==> src/rtl/pmseq_pkg.sv <==
package pmseq_pkg;
  typedef enum logic [1:0] {
    DS_D0U = 2'b00,
    DS_D0A = 2'b01,
    DS_RST = 2'b10,
    DS_D3  = 2'b11
  } dstate_e;

  localparam logic [1:0] PS_CODE_D0 = 2'b00;
  localparam logic [1:0] PS_CODE_D3 = 2'b11;

  localparam int unsigned NUM_GATES = 4;
  localparam int unsigned G_PWRGD   = 0;
  localparam int unsigned G_TRAIN   = 1;
  localparam int unsigned G_ACCESS  = 2;
  localparam int unsigned G_RESP    = 3;
endpackage

==> src/rtl/pmseq_release_timer.sv <==
module pmseq_release_timer
  import pmseq_pkg::*;
#(
  parameter int unsigned T_CLKPR = 4,
  parameter int unsigned T_PGTRN = 8,
  parameter int unsigned T_PGCFG = 12,
  parameter int unsigned T_PGRES = 16
) (
  input  logic                 clk_i,
  input  logic                 rst_ni,
  input  logic                 ext_rst_ni,
  output logic [NUM_GATES-1:0] gate_o
);
  localparam int unsigned TMAX_A = (T_CLKPR > T_PGTRN) ? T_CLKPR : T_PGTRN;
  localparam int unsigned TMAX_B = (T_PGCFG > T_PGRES) ? T_PGCFG : T_PGRES;
  localparam int unsigned TMAX   = (TMAX_A > TMAX_B) ? TMAX_A : TMAX_B;
  localparam int unsigned CW     = $clog2(TMAX + 1);
  localparam int unsigned THR [NUM_GATES] = '{T_CLKPR, T_PGTRN, T_PGCFG, T_PGRES};

  logic [CW-1:0] cnt_q, cnt_d;
  logic          cnt_en;

  always_comb begin
    cnt_en = 1'b0;
    cnt_d  = cnt_q;
    if (!ext_rst_ni) begin
      cnt_en = 1'b1;
      cnt_d  = '0;
    end else if (cnt_q != CW'(TMAX)) begin
      cnt_en = 1'b1;
      cnt_d  = cnt_q + 1'b1;
    end
  end

  always_ff @(posedge clk_i or negedge rst_ni) begin
    if (!rst_ni)     cnt_q <= '0;
    else if (cnt_en) cnt_q <= cnt_d;
  end

  for (genvar g = 0; g < NUM_GATES; g++) begin : g_gate
    assign gate_o[g] = (cnt_q >= CW'(THR[g]));
  end


  gates_clear_on_ext_rst_chk: assert property (@(posedge clk_i) disable iff (!rst_ni)
    !ext_rst_ni |=> (gate_o == '0));

  pwrgd_holds_chk: assert property (@(posedge clk_i) disable iff (!rst_ni)
    (ext_rst_ni && gate_o[G_PWRGD]) |=> gate_o[G_PWRGD]);

  pwrgd_rise_needs_release_chk: assert property (@(posedge clk_i) disable iff (!rst_ni)
    $rose(gate_o[G_PWRGD]) |-> $past(ext_rst_ni));
endmodule

==> src/rtl/pmseq_nvm_wake.sv <==
module pmseq_nvm_wake (
  input  logic clk_i,
  input  logic rst_ni,
  input  logic ext_rst_ni,
  input  logic pwr_good_i,
  input  logic nvm_done_i,
  input  logic nvm_apm_en_i,
  output logic reload_o,
  output logic load_done_o,
  output logic wake_en_o
);
  logic pg_q;
  logic loading_q, loading_d;
  logic wake_q, wake_d;
  logic pg_rise;

  assign pg_rise     = pwr_good_i & ~pg_q;
  assign reload_o    = pg_rise;
  assign load_done_o = loading_q & nvm_done_i & ext_rst_ni;

  always_comb begin
    loading_d = loading_q;
    wake_d    = wake_q;
    if (!ext_rst_ni) begin
      loading_d = 1'b0;
    end else if (pg_rise) begin
      loading_d = 1'b1;
      wake_d    = 1'b0;
    end else if (load_done_o) begin
      loading_d = 1'b0;
      wake_d    = nvm_apm_en_i;
    end
  end

  always_ff @(posedge clk_i or negedge rst_ni) begin
    if (!rst_ni) begin
      pg_q      <= 1'b0;
      loading_q <= 1'b0;
      wake_q    <= 1'b0;
    end else begin
      pg_q      <= pwr_good_i;
      loading_q <= loading_d;
      wake_q    <= wake_d;
    end
  end

  assign wake_en_o = wake_q;


  wake_cleared_after_reload_chk: assert property (@(posedge clk_i) disable iff (!rst_ni)
    reload_o |=> !wake_en_o);

  reload_single_cycle_chk: assert property (@(posedge clk_i) disable iff (!rst_ni)
    reload_o |=> !reload_o);

  wake_from_nvm_chk: assert property (@(posedge clk_i) disable iff (!rst_ni)
    load_done_o |=> (wake_en_o == $past(nvm_apm_en_i)));
endmodule

==> src/rtl/pmseq_dstate_fsm.sv <==
module pmseq_dstate_fsm
  import pmseq_pkg::*;
(
  input  logic       clk_i,
  input  logic       rst_ni,
  input  logic       ext_rst_ni,
  input  logic       load_done_i,
  input  logic       ps_wr_i,
  input  logic [1:0] ps_data_i,
  input  logic       cmd_wr_i,
  input  logic       cmd_mem_en_i,
  output dstate_e    state_o,
  output logic       l1_req_o
);
  dstate_e state_q, state_d;
  logic    l1_q, l1_d;
  logic    go_d3, go_d0, go_active;

  assign go_d3     = ps_wr_i && (ps_data_i == PS_CODE_D3);
  assign go_d0     = ps_wr_i && (ps_data_i == PS_CODE_D0);
  assign go_active = cmd_wr_i && cmd_mem_en_i;

  always_comb begin
    state_d = state_q;
    l1_d    = l1_q;
    if (!ext_rst_ni) begin
      state_d = DS_RST;
      l1_d    = 1'b0;
    end else begin
      unique case (state_q)
        DS_RST: if (load_done_i) state_d = DS_D0U;
        DS_D0U: begin
          if (go_d3) begin
            state_d = DS_D3;
            l1_d    = 1'b1;
          end else if (go_active) begin
            state_d = DS_D0A;
          end
        end
        DS_D0A: begin
          if (go_d3) begin
            state_d = DS_D3;
            l1_d    = 1'b1;
          end
        end
        DS_D3: begin
          if (go_d0) begin
            state_d = DS_D0U;
            l1_d    = 1'b0;
          end
        end
        default: state_d = DS_RST;
      endcase
    end
  end

  always_ff @(posedge clk_i or negedge rst_ni) begin
    if (!rst_ni) begin
      state_q <= DS_RST;
      l1_q    <= 1'b0;
    end else begin
      state_q <= state_d;
      l1_q    <= l1_d;
    end
  end

  assign state_o  = state_q;
  assign l1_req_o = l1_q;


  l1_matches_d3_chk: assert property (@(posedge clk_i) disable iff (!rst_ni)
    (state_q == DS_D3) == l1_q);

  d3_no_timeout_chk: assert property (@(posedge clk_i) disable iff (!rst_ni)
    (ext_rst_ni && state_q == DS_D3 && !go_d0) |=> (state_q == DS_D3));

  ext_rst_to_dr_chk: assert property (@(posedge clk_i) disable iff (!rst_ni)
    !ext_rst_ni |=> (state_q == DS_RST && !l1_q));

  active_exits_chk: assert property (@(posedge clk_i) disable iff (!rst_ni)
    (ext_rst_ni && state_q == DS_D0A) |=> (state_q inside {DS_D0A, DS_D3}));

  reserved_ignored_chk: assert property (@(posedge clk_i) disable iff (!rst_ni)
    (ext_rst_ni && ps_wr_i && (ps_data_i == 2'b01 || ps_data_i == 2'b10)
     && !cmd_wr_i && state_q != DS_RST) |=> $stable(state_q));
endmodule

==> src/rtl/pm_state_seq.sv <==
module pm_state_seq
  import pmseq_pkg::*;
#(
  parameter int unsigned T_CLKPR = 4,
  parameter int unsigned T_PGTRN = 8,
  parameter int unsigned T_PGCFG = 12,
  parameter int unsigned T_PGRES = 16
) (
  input  logic       clk_i,
  input  logic       rst_ni,
  input  logic       ext_rst_ni,
  input  logic       ps_wr_i,
  input  logic [1:0] ps_data_i,
  input  logic       cmd_wr_i,
  input  logic       cmd_mem_en_i,
  input  logic       nvm_done_i,
  input  logic       nvm_apm_en_i,
  input  logic       cfg_req_i,
  output logic [1:0] dstate_o,
  output logic       link_l1_req_o,
  output logic       pwr_good_o,
  output logic       nvm_reload_o,
  output logic       wake_en_o,
  output logic       link_train_en_o,
  output logic       cfg_access_en_o,
  output logic       cfg_resp_en_o,
  output logic       cfg_early_o
);
  logic [NUM_GATES-1:0] gate;
  logic                 load_done;
  dstate_e              state;

  pmseq_release_timer #(
    .T_CLKPR(T_CLKPR), .T_PGTRN(T_PGTRN), .T_PGCFG(T_PGCFG), .T_PGRES(T_PGRES)
  ) timer_i (
    .clk_i(clk_i), .rst_ni(rst_ni), .ext_rst_ni(ext_rst_ni), .gate_o(gate)
  );

  pmseq_nvm_wake nvm_i (
    .clk_i(clk_i), .rst_ni(rst_ni), .ext_rst_ni(ext_rst_ni),
    .pwr_good_i(gate[G_PWRGD]), .nvm_done_i(nvm_done_i), .nvm_apm_en_i(nvm_apm_en_i),
    .reload_o(nvm_reload_o), .load_done_o(load_done), .wake_en_o(wake_en_o)
  );

  pmseq_dstate_fsm fsm_i (
    .clk_i(clk_i), .rst_ni(rst_ni), .ext_rst_ni(ext_rst_ni), .load_done_i(load_done),
    .ps_wr_i(ps_wr_i), .ps_data_i(ps_data_i), .cmd_wr_i(cmd_wr_i),
    .cmd_mem_en_i(cmd_mem_en_i), .state_o(state), .l1_req_o(link_l1_req_o)
  );

  assign dstate_o        = state;
  assign pwr_good_o      = gate[G_PWRGD];
  assign link_train_en_o = gate[G_TRAIN];
  assign cfg_access_en_o = gate[G_ACCESS];
  assign cfg_resp_en_o   = gate[G_RESP];
  assign cfg_early_o     = cfg_req_i & ~gate[G_ACCESS];


  leave_dr_only_on_load_chk: assert property (@(posedge clk_i) disable iff (!rst_ni)
    (state == DS_RST && !load_done) |=> (state == DS_RST));

  no_early_after_access_chk: assert property (@(posedge clk_i) disable iff (!rst_ni)
    cfg_access_en_o |-> !cfg_early_o);
endmodule

==> config.mk <==
export PLATFORM = sky130hd
export DESIGN_NAME = pm_state_seq
export DESIGN_NICKNAME = d
export VERILOG_FILES = /design/src/rtl/pmseq_pkg.sv /design/src/rtl/pmseq_release_timer.sv /design/src/rtl/pmseq_nvm_wake.sv /design/src/rtl/pmseq_dstate_fsm.sv /design/src/rtl/pm_state_seq.sv
export SDC_FILE = /design/constraint.sdc
export NUM_CORES = 1
export LEC_CHECK = 0
export ABC_CLOCK_PERIOD_IN_PS = 2400
export BUFFER_PORTS_ARGS = -buffer_cell sky130_fd_sc_hd__buf_2
export CORE_MARGIN = 2
export CORE_UTILIZATION = 25
export DETAILED_ROUTE_END_ITERATION = 8
export HOLD_SLACK_MARGIN = 0.06
export MAX_ROUTING_LAYER = met4
export PLACE_DENSITY = 0.47
export SYNTH_ARGS = -nofsm -noshare
export SYNTH_HDL_FRONTEND = slang
export SYNTH_SLANG_ARGS = --single-unit
==> constraint.sdc <==
create_clock -name clk_i -period 2.4 [get_ports clk_i]
set_input_delay 0.24 -clock clk_i [delete_from_list [all_inputs] [get_ports clk_i]]
set_output_delay 0.24 -clock clk_i [all_outputs]
set_load 0.02 [all_outputs]
After elaboration in Yosys (flattened, before gate mapping)
Index checks and enable logic that the tools add are counted.
{"block": "totals", "inputBits": 11, "elab_cells": 61, "latch_bits": 0, "n_memories": 0, "ramBits": 0, "out_inout_bits": 10, "regBits": 11, "mem_bits_ro": 0}
{"block": "classes", "n_mux": 20, "n_reduce_logical": 11, "eq_ne": 13, "shift": 0, "order_cmp": 4, "div": 0, "bitwise": 6, "addsub": 1, "multipliers": 0}
{"cell": "$ne A3 B2 Y1 const B", "n": 5}
{"cell": "$mux W2", "n": 6}
{"cell": "$ge A5 B4 Y1 const B", "n": 2}
{"cell": "$mux W1", "n": 10}
{"cell": "$mux W5", "n": 2}
{"cell": "$pmux W2 S4", "n": 1}
{"cell": "$eq A2 B2 Y1 const B", "n": 3}
{"cell": "$add A5 B1 Y5 const B", "n": 1}
{"cell": "$ge A5 B3 Y1 const B", "n": 1}
{"cell": "$ge A5 B5 Y1 const B", "n": 1}
{"cell": "$ne A5 B5 Y1 const B", "n": 1}
{"cell": "$and A1 B1 Y1", "n": 4}
{"cell": "$logic_not A2 Y1", "n": 2}
{"cell": "$ne A4 B2 Y1 const B", "n": 1}
{"cell": "$reduce_and A2 Y1", "n": 2}
{"cell": "$reduce_and A4 Y1", "n": 1}
{"cell": "$logic_and A1 B1 Y1", "n": 3}
{"cell": "$ne A3 B1 Y1 const B", "n": 1}
{"cell": "$reduce_and A3 Y1", "n": 1}
{"cell": "$eq A2 B1 Y1 const B", "n": 1}
{"cell": "$ne A2 B1 Y1 const B", "n": 1}
{"cell": "$not A1 Y1", "n": 2}
{"cell": "$pmux W1 S2", "n": 1}
{"cell": "$reduce_bool A2 Y1", "n": 1}
{"cell": "$reduce_or A2 Y1", "n": 1}

Logic depth before layout (Yosys ltp)
Gate-level depths: netlist of the first run.
{"block": "logic_depth", "word_depth": 5, "ltp_mapped": 5, "depth_no_buf": 5}

Cells and area by module
A second synthesis of the first run with hierarchy kept.
{"block": "unflattened", "hier_cells": 60, "area_unflattened_um2": 626.9}
{"mod": "pmseq_release_timer", "area_each_um2": 305.3, "instances": 1, "cells_each": 30, "seq_area_each_um2": 125.1}
{"mod": "pmseq_dstate_fsm", "area_each_um2": 168.9, "instances": 1, "cells_each": 17, "seq_area_each_um2": 76.3}
{"mod": "pmseq_nvm_wake", "area_each_um2": 138.9, "instances": 1, "cells_each": 12, "seq_area_each_um2": 75.1}
{"mod": "pm_state_seq", "area_each_um2": 13.8, "instances": 1, "cells_each": 1, "seq_area_each_um2": 0.0}

Least setup slack after synthesis of the first run
Ideal clock, no wire load.
{"block": "synth_timing", "path_type": "register to register", "start": "reg timer_i.cnt_q[2]", "end": "reg nvm_i.loading_q", "t_required_ns": 2.281, "setup_ns": 0.119, "period_less_slack_ns": 1.306, "n_path_buf": 0, "t_arrival_ns": 1.187, "path_slack_ns": 1.094, "path_stages_with_launch": 4, "cell_sequence": "dfrtp_1 -> or3_4 -> nor2b_4 -> o21a_1"}
{"block": "synth_between", "elab_chain_len": 4, "elab_cells_between_ends": 5, "classes_between": "order compare (1); eq/ne (1); mux (2); bitwise (1)"}
{"item": "start, declared", "line": "pmseq_release_timer.sv:20", "text": "logic [CW-1:0] cnt_q, cnt_d;"}
{"item": "start signal, assigned", "line": "pmseq_release_timer.sv:37", "text": "else if (cnt_en) cnt_q <= cnt_d;"}
{"item": "$ge A5 B3 Y1 (*)", "line": "pmseq_release_timer.sv:41", "text": "assign gate_o[g] = (cnt_q >= CW'(THR[g]));"}
{"item": "net pwr_good_o", "line": "pm_state_seq.sv:21", "text": "output logic pwr_good_o,"}
{"item": "$and A1 B1 Y1 (*)", "line": "pmseq_nvm_wake.sv:17", "text": "assign pg_rise = pwr_good_i & ~pg_q;"}
{"item": "net nvm_reload_o", "line": "pm_state_seq.sv:22", "text": "output logic nvm_reload_o,"}
{"item": "$mux W1", "line": "pmseq_nvm_wake.sv:26", "text": "end else if (pg_rise) begin"}
{"item": "$mux W1", "line": "pmseq_nvm_wake.sv:24", "text": "if (!ext_rst_ni) begin"}
{"item": "end signal, assigned", "line": "pmseq_nvm_wake.sv:42", "text": "loading_q <= loading_d;"}
{"item": "end, declared", "line": "pmseq_nvm_wake.sv:13", "text": "logic loading_q, loading_d;"}
The timed path passes the listed nets; every way through them passes the cells marked *.
A chain may end at the register's enable or synchronous reset.

Worst setup path after layout of the first run
{"block": "layout_timing", "start": "reg timer_i.cnt_q[2]", "end": "out nvm_reload_o"}
{"block": "layout_between", "elab_chain_len": 2}
{"item": "$ge A5 B3 Y1", "line": "pmseq_release_timer.sv:41"}
{"item": "$and A1 B1 Y1", "line": "pmseq_nvm_wake.sv:17"}
{"item": "end, declared", "line": "pm_state_seq.sv:22"}
Every way passes these cells.

==> flow_summary.json, run 1 <==
{
  "root_buffer": "clkbuf_4",
  "area_growth_pct": 27.81,
  "final_nets": 94,
  "cts_tree": "yes",
  "htreeDepth": 1,
  "synth_flop_cell": "dfrtp_1",
  "post_cts_resized": 0,
  "mappedNetlistArea_sq_um": 589.3,
  "hold_viol": 0,
  "vias": 478,
  "insertion_delay_ps": 260,
  "synth_edf_count": 0,
  "required_ps": 2160,
  "maxCapViolCount": 0,
  "cts_buffers": 3,
  "setup_violations": 0,
  "grt_pass1_vias": 440,
  "synth-seq-cells": 11,
  "drive_gt1_share_pct": 35.00,
  "viasPerCell": 4.426,
  "crit_type": "flop to output pin",
  "yosys_warnings": 0,
  "initial_core_util_pct": 26.64,
  "fin_skew_ps": 1.550,
  "end_kind": "output pin",
  "syn_inst": 57,
  "fmax_ghz": 0.6083,
  "rsz0062_at_grt": "false",
  "gp_congestion": 0.6698,
  "antenna_cells": 0,
  "slew-limit-headroom_pct": 83.45,
  "start_kind": "flop",
  "grt.overflow.total": 0,
  "clkTransAtPathRegs_ps": 60,
  "grtUsageTotal_pct": 9.803,
  "worst_slew_pin_slew_ps": 248.3,
  "postRouteWirelength_mm": 1.098,
  "setup-tns-final_ps": 0,
  "arrival_ps": 1400,
  "pin_count": 21,
  "fin_util_pct": 34.05,
  "dr.first_iter.drc_count": 12,
  "routedWlPerCell_um": 10.17,
  "dieArea_sq_mm": 0.002762,
  "peakVddDrop_uv": 335.4,
  "maxSlewViolCount": 0,
  "status": "completed",
  "synth_nets": 70,
  "synth_cell_types": 27,
  "final.min_clock_period_ps": 1644,
  "async_flop_share_pct": 100.0,
  "worstPathMaxFanout": 7,
  "seq_area_sq_um": 276.5,
  "dr.pass1.iters": 4,
  "fill_cells": 250,
  "syn_avg_cell_area_sq_um": 10.34,
  "antenna_found_initial": 0,
  "post-route-period-util_pct": 68.49,
  "dieHeight_um": 52.55,
  "grt_max_degree": 12,
  "io_buffers": 20,
  "cellPowerDensity_mw_per_mm2": 499.8,
  "p_leak_uw": 0.0003763,
  "drc_errors": 0,
  "multiInputGateArea_sq_um": 290.3,
  "hp-class": "primary input to flop",
  "ys_seq_area_share_pct": 46.92,
  "detail-route-antenna-nets": 0,
  "cts_buffer_depth": 2,
  "row_count": 17,
  "grt_pass1_wl_mm": 1.849,
  "core-area_sq_mm": 0.002212,
  "cts_sinks": 11,
  "dieWidth_um": 52.55
}
==> critical path: stages, from the launching register on <==
cell,delay (ps)
dfrtp_1,430
or3_4,420
nor2b_4,140
buf_2,150
==> synth_stat cells (all sizes together), types with 2 or more instances <==
cell | instances | share of area [%]
dfrtp | 10 | 42
a21oi | 4 | 3.4
inv | 4 | 2.5
nor2b | 4 | 5.5
and2 | 3 | 3.2
nand3 | 3 | 2.5
o21a | 3 | 3.8
xnor2 | 3 | 4.5
clkbuf | 2 | 1.3
ha | 2 | 4.2
nand2 | 2 | 1.3
nor2 | 2 | 1.3
o211ai | 2 | 2.5
==> logic make-up after synthesis <==
kind of cell | after synthesis | synth area share [%]
simple gates | 21 | 24.63
fa+ha+maj | 2 | 4.246
buf+inv | 6 | 3.821
xor+xnor | 3 | 4.459
compound gates | 13 | 14.22
flops | 11 | 46.92
mux | 1 | 1.699
==> flip-flops by register name (all words and copies together), names as in the netlist <==
signal and flops:
nvm_i.pg_q 1, fsm_i.state_o 2, fsm_i.l1_req_o 1, timer_i.cnt_q 5
nvm_i.wake_en_o 1, nvm_i.loading_q 1
==> timing repair <==
item,4_1_cts,5_1_grt
buffers inserted,0,0
hold buffers,1,0
setup endpoints to repair,0,0
hold endpoints to repair,10,0
==> area by class of cell <==
type | count | share of cell area [%]
well taps | 28 | 4.651
repair buffers | 21 | 14.62
flip-flops and latches | 11 | 36.71
multi-input cells | 40 | 38.54
clock buffers | 4 | 3.488
inverters | 4 | 1.993
==> placed cells by master, fill, tap and decap left out <==
cell / n
a21boi_0: 1
and3_1: 1
nand3_1: 3
o21a_1: 3
mux2i_1: 1
or3_4: 1
xnor2_1: 3
or2_2: 1
and4bb_2: 1
clkbuf_4: 3
nor2_1: 2
a21oi_1: 4
dfrtp_1: 10
dfstp_2: 1
and4_1: 1
nand4bb_1: 1
nand2_1: 2
o22ai_1: 1
a21o_1: 1
ha_1: 2
clkbuf_1: 1
inv_1: 4
dlygate4sd3_1: 1
o21ai_0: 1
nor2b_1: 3
and2_1: 3
nor3b_1: 1
nor2b_4: 1
buf_2: 20
o211ai_1: 2
==> through the flow <==
| stage | cell area [sq um] | setup slack, ps | instances | power (uW) | hold WS, ps |
|---|---|---|---|---|---|
| after floorplan | 589.3 | 1094 | 57 | 236.6 | -55.59 |
| after global placement | 716.9 | 1052 | 103 | 260.5 | 126.7 |
| after detailed placement | 716.9 | 1040 | 103 | 260.8 | 124.4 |
| after CTS | 753.2 | 739.1 | 108 | 385.5 | 267.4 |
| after global routing | 753.2 | 688.1 | 108 | 402.6 | 282.0 |
| final | 753.2 | 756.2 | 108 | 376.5 | 273.6 |
==> path summary, 6_finish.rpt <==
path / startpoint / endpoint / slack [ps] / cells after the start
max: timer_i.cnt_q[2] / nvm_reload_o / 760 / 3
min: ps_data_i[1] / fsm_i.state_o[1] / 270 / 3
max reg2reg: timer_i.cnt_q[0] / timer_i.cnt_q[0] / 1110 / 5
min reg2reg: fsm_i.l1_req_o / fsm_i.l1_req_o / 540 / 2
max in group asynchronous: rst_ni / fsm_i.state_o[1] / 1770 / 2
min in group asynchronous: rst_ni / timer_i.cnt_q[3] / 370 / 2
==> layer usage <==
layer  part of all wire, %  GRT usage (%)
met2                    41          14.37
met4                     0          2.564
met3                   9.1          5.143
met5                     0              -
met1                    49          11.83
==> power by group <==
group	leakage [uW]	switching (uW)	internal, uW
Sequential	0.000143	8.08	194
Combinational	0.000219	29.3	26.1
Clock	0.0000150	54.6	64.2
Total	0.000376	92.0	285
(Power assumes the default switching activity.)
==> run 2, diff against run 1 <==
--- a/config.mk
+++ b/config.mk
@@ -5,14 +5,14 @@
 export SDC_FILE = /design/constraint.sdc
 export NUM_CORES = 1
 export LEC_CHECK = 0
-export ABC_CLOCK_PERIOD_IN_PS = 2400
+export ABC_CLOCK_PERIOD_IN_PS = 1370
 export BUFFER_PORTS_ARGS = -buffer_cell sky130_fd_sc_hd__buf_2
 export CORE_MARGIN = 2
 export CORE_UTILIZATION = 25
 export DETAILED_ROUTE_END_ITERATION = 8
 export HOLD_SLACK_MARGIN = 0.06
 export MAX_ROUTING_LAYER = met4
-export PLACE_DENSITY = 0.47
+export PLACE_DENSITY = 0.48
 export SYNTH_ARGS = -nofsm -noshare
 export SYNTH_HDL_FRONTEND = slang
 export SYNTH_SLANG_ARGS = --single-unit
==> constraint.sdc (replaced) <==
create_clock -name clk_i -period 1.37 [get_ports clk_i]
set_input_delay 0.137 -clock clk_i [delete_from_list [all_inputs] [get_ports clk_i]]
set_output_delay 0.137 -clock clk_i [all_outputs]
set_load 0.02 [all_outputs]
==> flow_summary.json, run 2 (synthesis gave the netlist of run 1 again) <==
{
  "status": "finished, violations left",
  "violations": "setup timing",
  "drc_errors": 0,
  "worst_path_max_delay_cell": "or3_4",
  "p_leak_uw": 0.0004126,
  "area_growth_pct": 39.70,
  "ff2ff_setup_slack_ps": 60,
  "dr.first_iter.drc_count": 8,
  "slew-limit-headroom_pct": 82.74,
  "initial_core_util_pct": 26.64,
  "required_ps": 1230,
  "antenna_found_initial": 0,
  "core-area_sq_mm": 0.002212,
  "crit_chain": "or3_4 -> nor2b_4 -> buf_6",
  "detail-route-antenna-nets": 0,
  "finalNonFillerCells": 114,
  "largest_reg_flops": 5,
  "dieWidth_um": 52.55,
  "setup_violations": 2,
  "maxSlewViolCount": 0,
  "antenna_cells": 0,
  "fmax_ghz": 0.6929,
  "hp-class": "primary input to flop",
  "pwr-share-clk_pct": 31.4,
  "postRouteWirelength_mm": 1.252,
  "routedWlPerCell_um": 10.98,
  "final_common_cell": "buf_2",
  "insertion_delay_ps": 260,
  "endpoint": "nvm_reload_o",
  "end_kind": "output pin",
  "dieArea_sq_mm": 0.002762,
  "drive_gt1_share_pct": 40.70,
  "globalRouteMet3Util_pct": 6.000,
  "crit_type": "flop to output pin",
  "fin_skew_ps": 3.386,
  "viasPerCell": 4.518,
  "htreeDepth": 1,
  "met2_usage_pct": 17.92,
  "final_cell_mix": "buf_2, dfrtp_1, buf_4",
  "peakVddDrop_uv": 600.1,
  "root_buffer": "clkbuf_4",
  "grt_pass1_vias": 518,
  "post-route-period-util_pct": 105.3,
  "p_seq_share_pct": 50.8,
  "r2r_cells": 4,
  "maxCapViolCount": 0,
  "switching_share_pct": 25.27,
  "cts_buffers": 3,
  "regMostFlops": "timer_i.cnt_q",
  "cts_tree": "yes",
  "dp_cells": 105,
  "setup-tns-final_ps": -76.05,
  "io_buffers": 20,
  "grt_pass1_wl_mm": 2.132,
  "final.min_clock_period_ps": 1443,
  "pin_count": 21,
  "r2r_end": "nvm_i.loading_q",
  "vias": 515,
  "gp_congestion": 0.7144,
  "row_count": 17,
  "fin_ws_ps": -73.17,
  "dieHeight_um": 52.55,
  "cellPowerDensity_mw_per_mm2": 835.1,
  "arrival_ps": 1310,
  "fill_cells": 237,
  "critPathLaunch": "timer_i.cnt_q[4]",
  "p_int_uw": 513.8,
  "start_kind": "flop",
  "cts_sinks": 11,
  "worstPathMaxFanout": 3,
  "cts_buffer_depth": 2,
  "worst_slew_pin_slew_ps": 258.9,
  "grt.overflow.total": 0,
  "clkTransAtPathRegs_ps": 70,
  "max_stage_delay_ps": 400,
  "rr_startpoint": "timer_i.cnt_q[4]",
  "p_switching_uw": 173.8,
  "hpwl_um": 954.5,
  "p_comb_share_pct": 17.8,
  "preCtsSetupSlack_ps": 105.6,
  "grt_max_degree": 12,
  "grt.busiest_layer": "met2",
  "grtUsageTotal_pct": 11.11,
  "grtUsageMet1_pct": 12.57,
  "whs_ps": 177.4,
  "final_nets": 100,
  "rsz0062_at_grt": "true",
  "dr.pass1.iters": 4,
  "hold_viol": 0
}
[run 2: changes by cell type in the layout (fill, tap and decap cells not counted)]
cell | before | now
buf_2 | 20 | 17
buf_4 | 0 | 5
nor2_1 | 2 | 1
buf_6 | 0 | 4
nor2_2 | 0 | 1
[run 2: worst min path at each step]
| stage | startpoint | to | slack [ps] | cells past startpoint |
|---|---|---|---|---|
| 5_1_grt | ps_data_i[1] | fsm_i.state_o[1] | 170 | 3 |
| 3_5_place_dp | rst_ni | timer_i.cnt_q[2] | 30 | 1 |
| 6_report | ps_data_i[1] | fsm_i.state_o[1] | 180 | 3 |
| 2_1_floorplan | rst_ni | fsm_i.l1_req_o | -160 | 0 |
| 4_1_cts | ps_data_i[1] | fsm_i.state_o[1] | 170 | 3 |
| 3_3_place_gp | rst_ni | timer_i.cnt_q[1] | 30 | 1 |
[run 2: area by class of cell]
type                       instances  area (sq um)  share of cell area [%]
clock buffer                       4         26.28                   3.191
tap                               28         35.03                   4.255
timing repair buffer              27         177.7                   21.58
sequential                        11         276.5                   33.59
inverter                           4         15.01                   1.824
multi-input combinational         40         292.8                   35.56
[run 2: per-layer routing]
metal / vias up / wire length, um
li1: 255 / -
met1: 238 / 551
met2: 22 / 574
met3: 0 / 126
met4: 0 / 0
met5: - / 0
[run 2: worst max-delay path: cells and delay by family, from the launching register on]
kind                   cells  cell delay, ps
buffers and inverters      1             120
flip-flops                 1             380
AND/OR/NAND/NOR            2             540
[run 2: metrics by stage]
stage	cell area (sq um)	utilization (%)	total power (uW)
final	823.3	37.22	687.6
after CTS	810.8	36.65	705.0
after global routing	823.3	37.22	741.9
after detailed placement	732.0	33.09	467.3
after floorplan	589.3	-	414.5
after global placement	732.0	33.09	464.1
[run 2: power by group through the flow]
stage / combinational [uW] / sequential, uW / clock, uW
after floorplan: 50.5 / 364 / 0
after CTS: 123 / 349 / 233
final: 123 / 349 / 216
after global placement: 107 / 357 / 0
after detailed placement: 110 / 357 / 0
after global routing: 138 / 351 / 254
[run 2: what timing repair did]
action,in CTS,in global routing
hold buffers,1,0
resized for setup,4,4
endpoints found under the hold margin,11,0
pin swaps,1,1
setup buffers,4,0
setup endpoints to repair,2,5
==> run 3, diff against run 2 <==
--- a/config.mk
+++ b/config.mk
@@ -5,14 +5,14 @@
 export SDC_FILE = /design/constraint.sdc
 export NUM_CORES = 1
 export LEC_CHECK = 0
-export ABC_CLOCK_PERIOD_IN_PS = 1370
+export ABC_CLOCK_PERIOD_IN_PS = 1900
 export BUFFER_PORTS_ARGS = -buffer_cell sky130_fd_sc_hd__buf_2
 export CORE_MARGIN = 2
 export CORE_UTILIZATION = 25
 export DETAILED_ROUTE_END_ITERATION = 8
 export HOLD_SLACK_MARGIN = 0.06
 export MAX_ROUTING_LAYER = met4
-export PLACE_DENSITY = 0.48
+export PLACE_DENSITY = 0.47
 export SYNTH_ARGS = -nofsm -noshare
 export SYNTH_HDL_FRONTEND = slang
 export SYNTH_SLANG_ARGS = --single-unit
==> constraint.sdc (replaced) <==
create_clock -name clk_i -period 1.9 [get_ports clk_i]
set_input_delay 0.19 -clock clk_i [delete_from_list [all_inputs] [get_ports clk_i]]
set_output_delay 0.19 -clock clk_i [all_outputs]
set_load 0.02 [all_outputs]
==> flow_summary.json, run 3 (synthesis gave the netlist of run 1 again) <==
{
  "p_leak_uw": 0.0003763,
  "dieArea_sq_mm": 0.002762,
  "peakVddDrop_uv": 368.8,
  "maxCapViolCount": 0,
  "maxSlewViolCount": 0,
  "dpl_cell_area_sq_um": 716.9,
  "pin_count": 21,
  "setup_violations": 0,
  "path_buf_inv": 1,
  "dr.first_iter.drc_count": 6,
  "post_cts_resized": 0,
  "grt_max_degree": 12,
  "cpLargestDelayFamily": "simple AND/OR/NAND/NOR gates",
  "antenna_found_initial": 0,
  "cts_buffers": 3,
  "io_buffers": 20,
  "core-area_sq_mm": 0.002212,
  "final_cell_mix": "buf_2, dfrtp_1, inv_1, a21oi_1",
  "dieHeight_um": 52.55,
  "final_cell_area_sq_um": 753.2,
  "vias": 481,
  "start_kind": "flop",
  "dr.pass1.iters": 4,
  "hold_viol": 0,
  "final.min_clock_period_ps": 1618,
  "root_buffer": "clkbuf_4",
  "cts_sinks": 11,
  "fin_ws_ps": 282.4,
  "cts_tree": "yes",
  "fin_skew_ps": 5.325,
  "setup-tns-final_ps": 0,
  "worst_slew_pin_slew_ps": 250.6,
  "regMostFlops": "timer_i.cnt_q",
  "insertion_delay_ps": 270,
  "antenna_cells": 0,
  "detail-route-antenna-nets": 0,
  "cellPowerDensity_mw_per_mm2": 653.7,
  "slew-limit-headroom_pct": 83.29,
  "initial_core_util_pct": 26.64,
  "gp_congestion": 0.7173,
  "crit_type": "flop to output pin",
  "area_growth_pct": 27.81,
  "grtUsageTotal_pct": 10.12,
  "end_kind": "output pin",
  "hold_path_depth": 3,
  "largest_reg_flops": 5,
  "row_count": 17,
  "worstPathMaxFanout": 7,
  "postRouteWirelength_mm": 1.181,
  "grt.overflow.total": 0,
  "drc_errors": 0,
  "hpwl_um": 874.5,
  "grt_pass1_wl_mm": 1.897,
  "viasPerCell": 4.454,
  "grt_pass1_vias": 445,
  "preCtsSetupSlack_ps": 588.9,
  "r2r_cells": 5,
  "final_common_cell": "buf_2",
  "crit_chain": "or3_4 -> nor2b_4 -> buf_2",
  "dieWidth_um": 52.55,
  "status": "completed",
  "final_nets": 94,
  "rsz0062_at_grt": "false",
  "clkTransAtPathRegs_ps": 80,
  "whs_ps": 207.7,
  "worst_path_max_delay_cell": "dfrtp_1",
  "htreeDepth": 1,
  "hp-class": "primary input to flop",
  "drive_gt1_share_pct": 35.00,
  "routedWlPerCell_um": 10.94,
  "cp.depth": 3,
  "arrival_ps": 1430,
  "max_stage_delay_ps": 440,
  "post-route-period-util_pct": 85.14,
  "fmax_ghz": 0.6182,
  "cts_buffer_depth": 2,
  "required_ps": 1710
}
## run 3: changes by cell type in the layout (fill, tap and decap cells not counted), sizes merged
cell and change:
buf -6
## run 3: where the power goes
part,switching (uW),internal [uW]
sequential,10.5,245
clock,85.0,81.4
combinational,37.3,33.2
total,133,360
## run 3: layout make-up
| cell class | instances | area [sq um] |
|---|---|---|
| Inverter | 4 | 15.01 |
| Fill cell | 240 | 1459 |
| Tap cell | 28 | 35.03 |
| Timing Repair Buffer | 21 | 110.1 |
| Multi-Input combinational cell | 40 | 290.3 |
| Clock buffer | 4 | 26.28 |
| Sequential cell | 11 | 276.5 |
## run 3: final timing paths
path                            slack, ps        startpoint               end
worst max-delay path                  280  timer_i.cnt_q[2]      nvm_reload_o
worst min-delay path                  210      ps_data_i[1]  fsm_i.state_o[1]
worst max register to register        590  timer_i.cnt_q[0]  timer_i.cnt_q[2]
worst min register to register        540  fsm_i.state_o[1]    fsm_i.l1_req_o
max in group asynchronous            1320            rst_ni  fsm_i.state_o[1]
min in group asynchronous             310            rst_ni  timer_i.cnt_q[1]
## run 3: worst min-delay path, cell delays in order
cell      delay (ps)
buf_2            110
nand3_1           80
o211ai_1          90
## run 3: metrics by stage
stage / total power (uW) / utilization [%] / instances
after detailed placement: 330.5 / 32.41 / 103
after global routing: 523.1 / 34.05 / 108
final: 492.4 / 34.05 / 108
after CTS: 501.7 / 34.05 / 108
after global placement: 329.2 / 32.41 / 103
after floorplan: 298.9 / - / 57
## run 3: what timing repair did
| item | in CTS | in global routing |
|---|---|---|
| hold endpoints to repair | 11 | 0 |
| buffers inserted | 0 | 0 |
| hold buffers | 1 | 0 |
## run 3: layer usage
layer	global-route usage (%)	share of wire [%]
met5	-	0
met4	3.846	1.0
met3	5.143	8.6
met2	15.00	41
met1	11.64	50
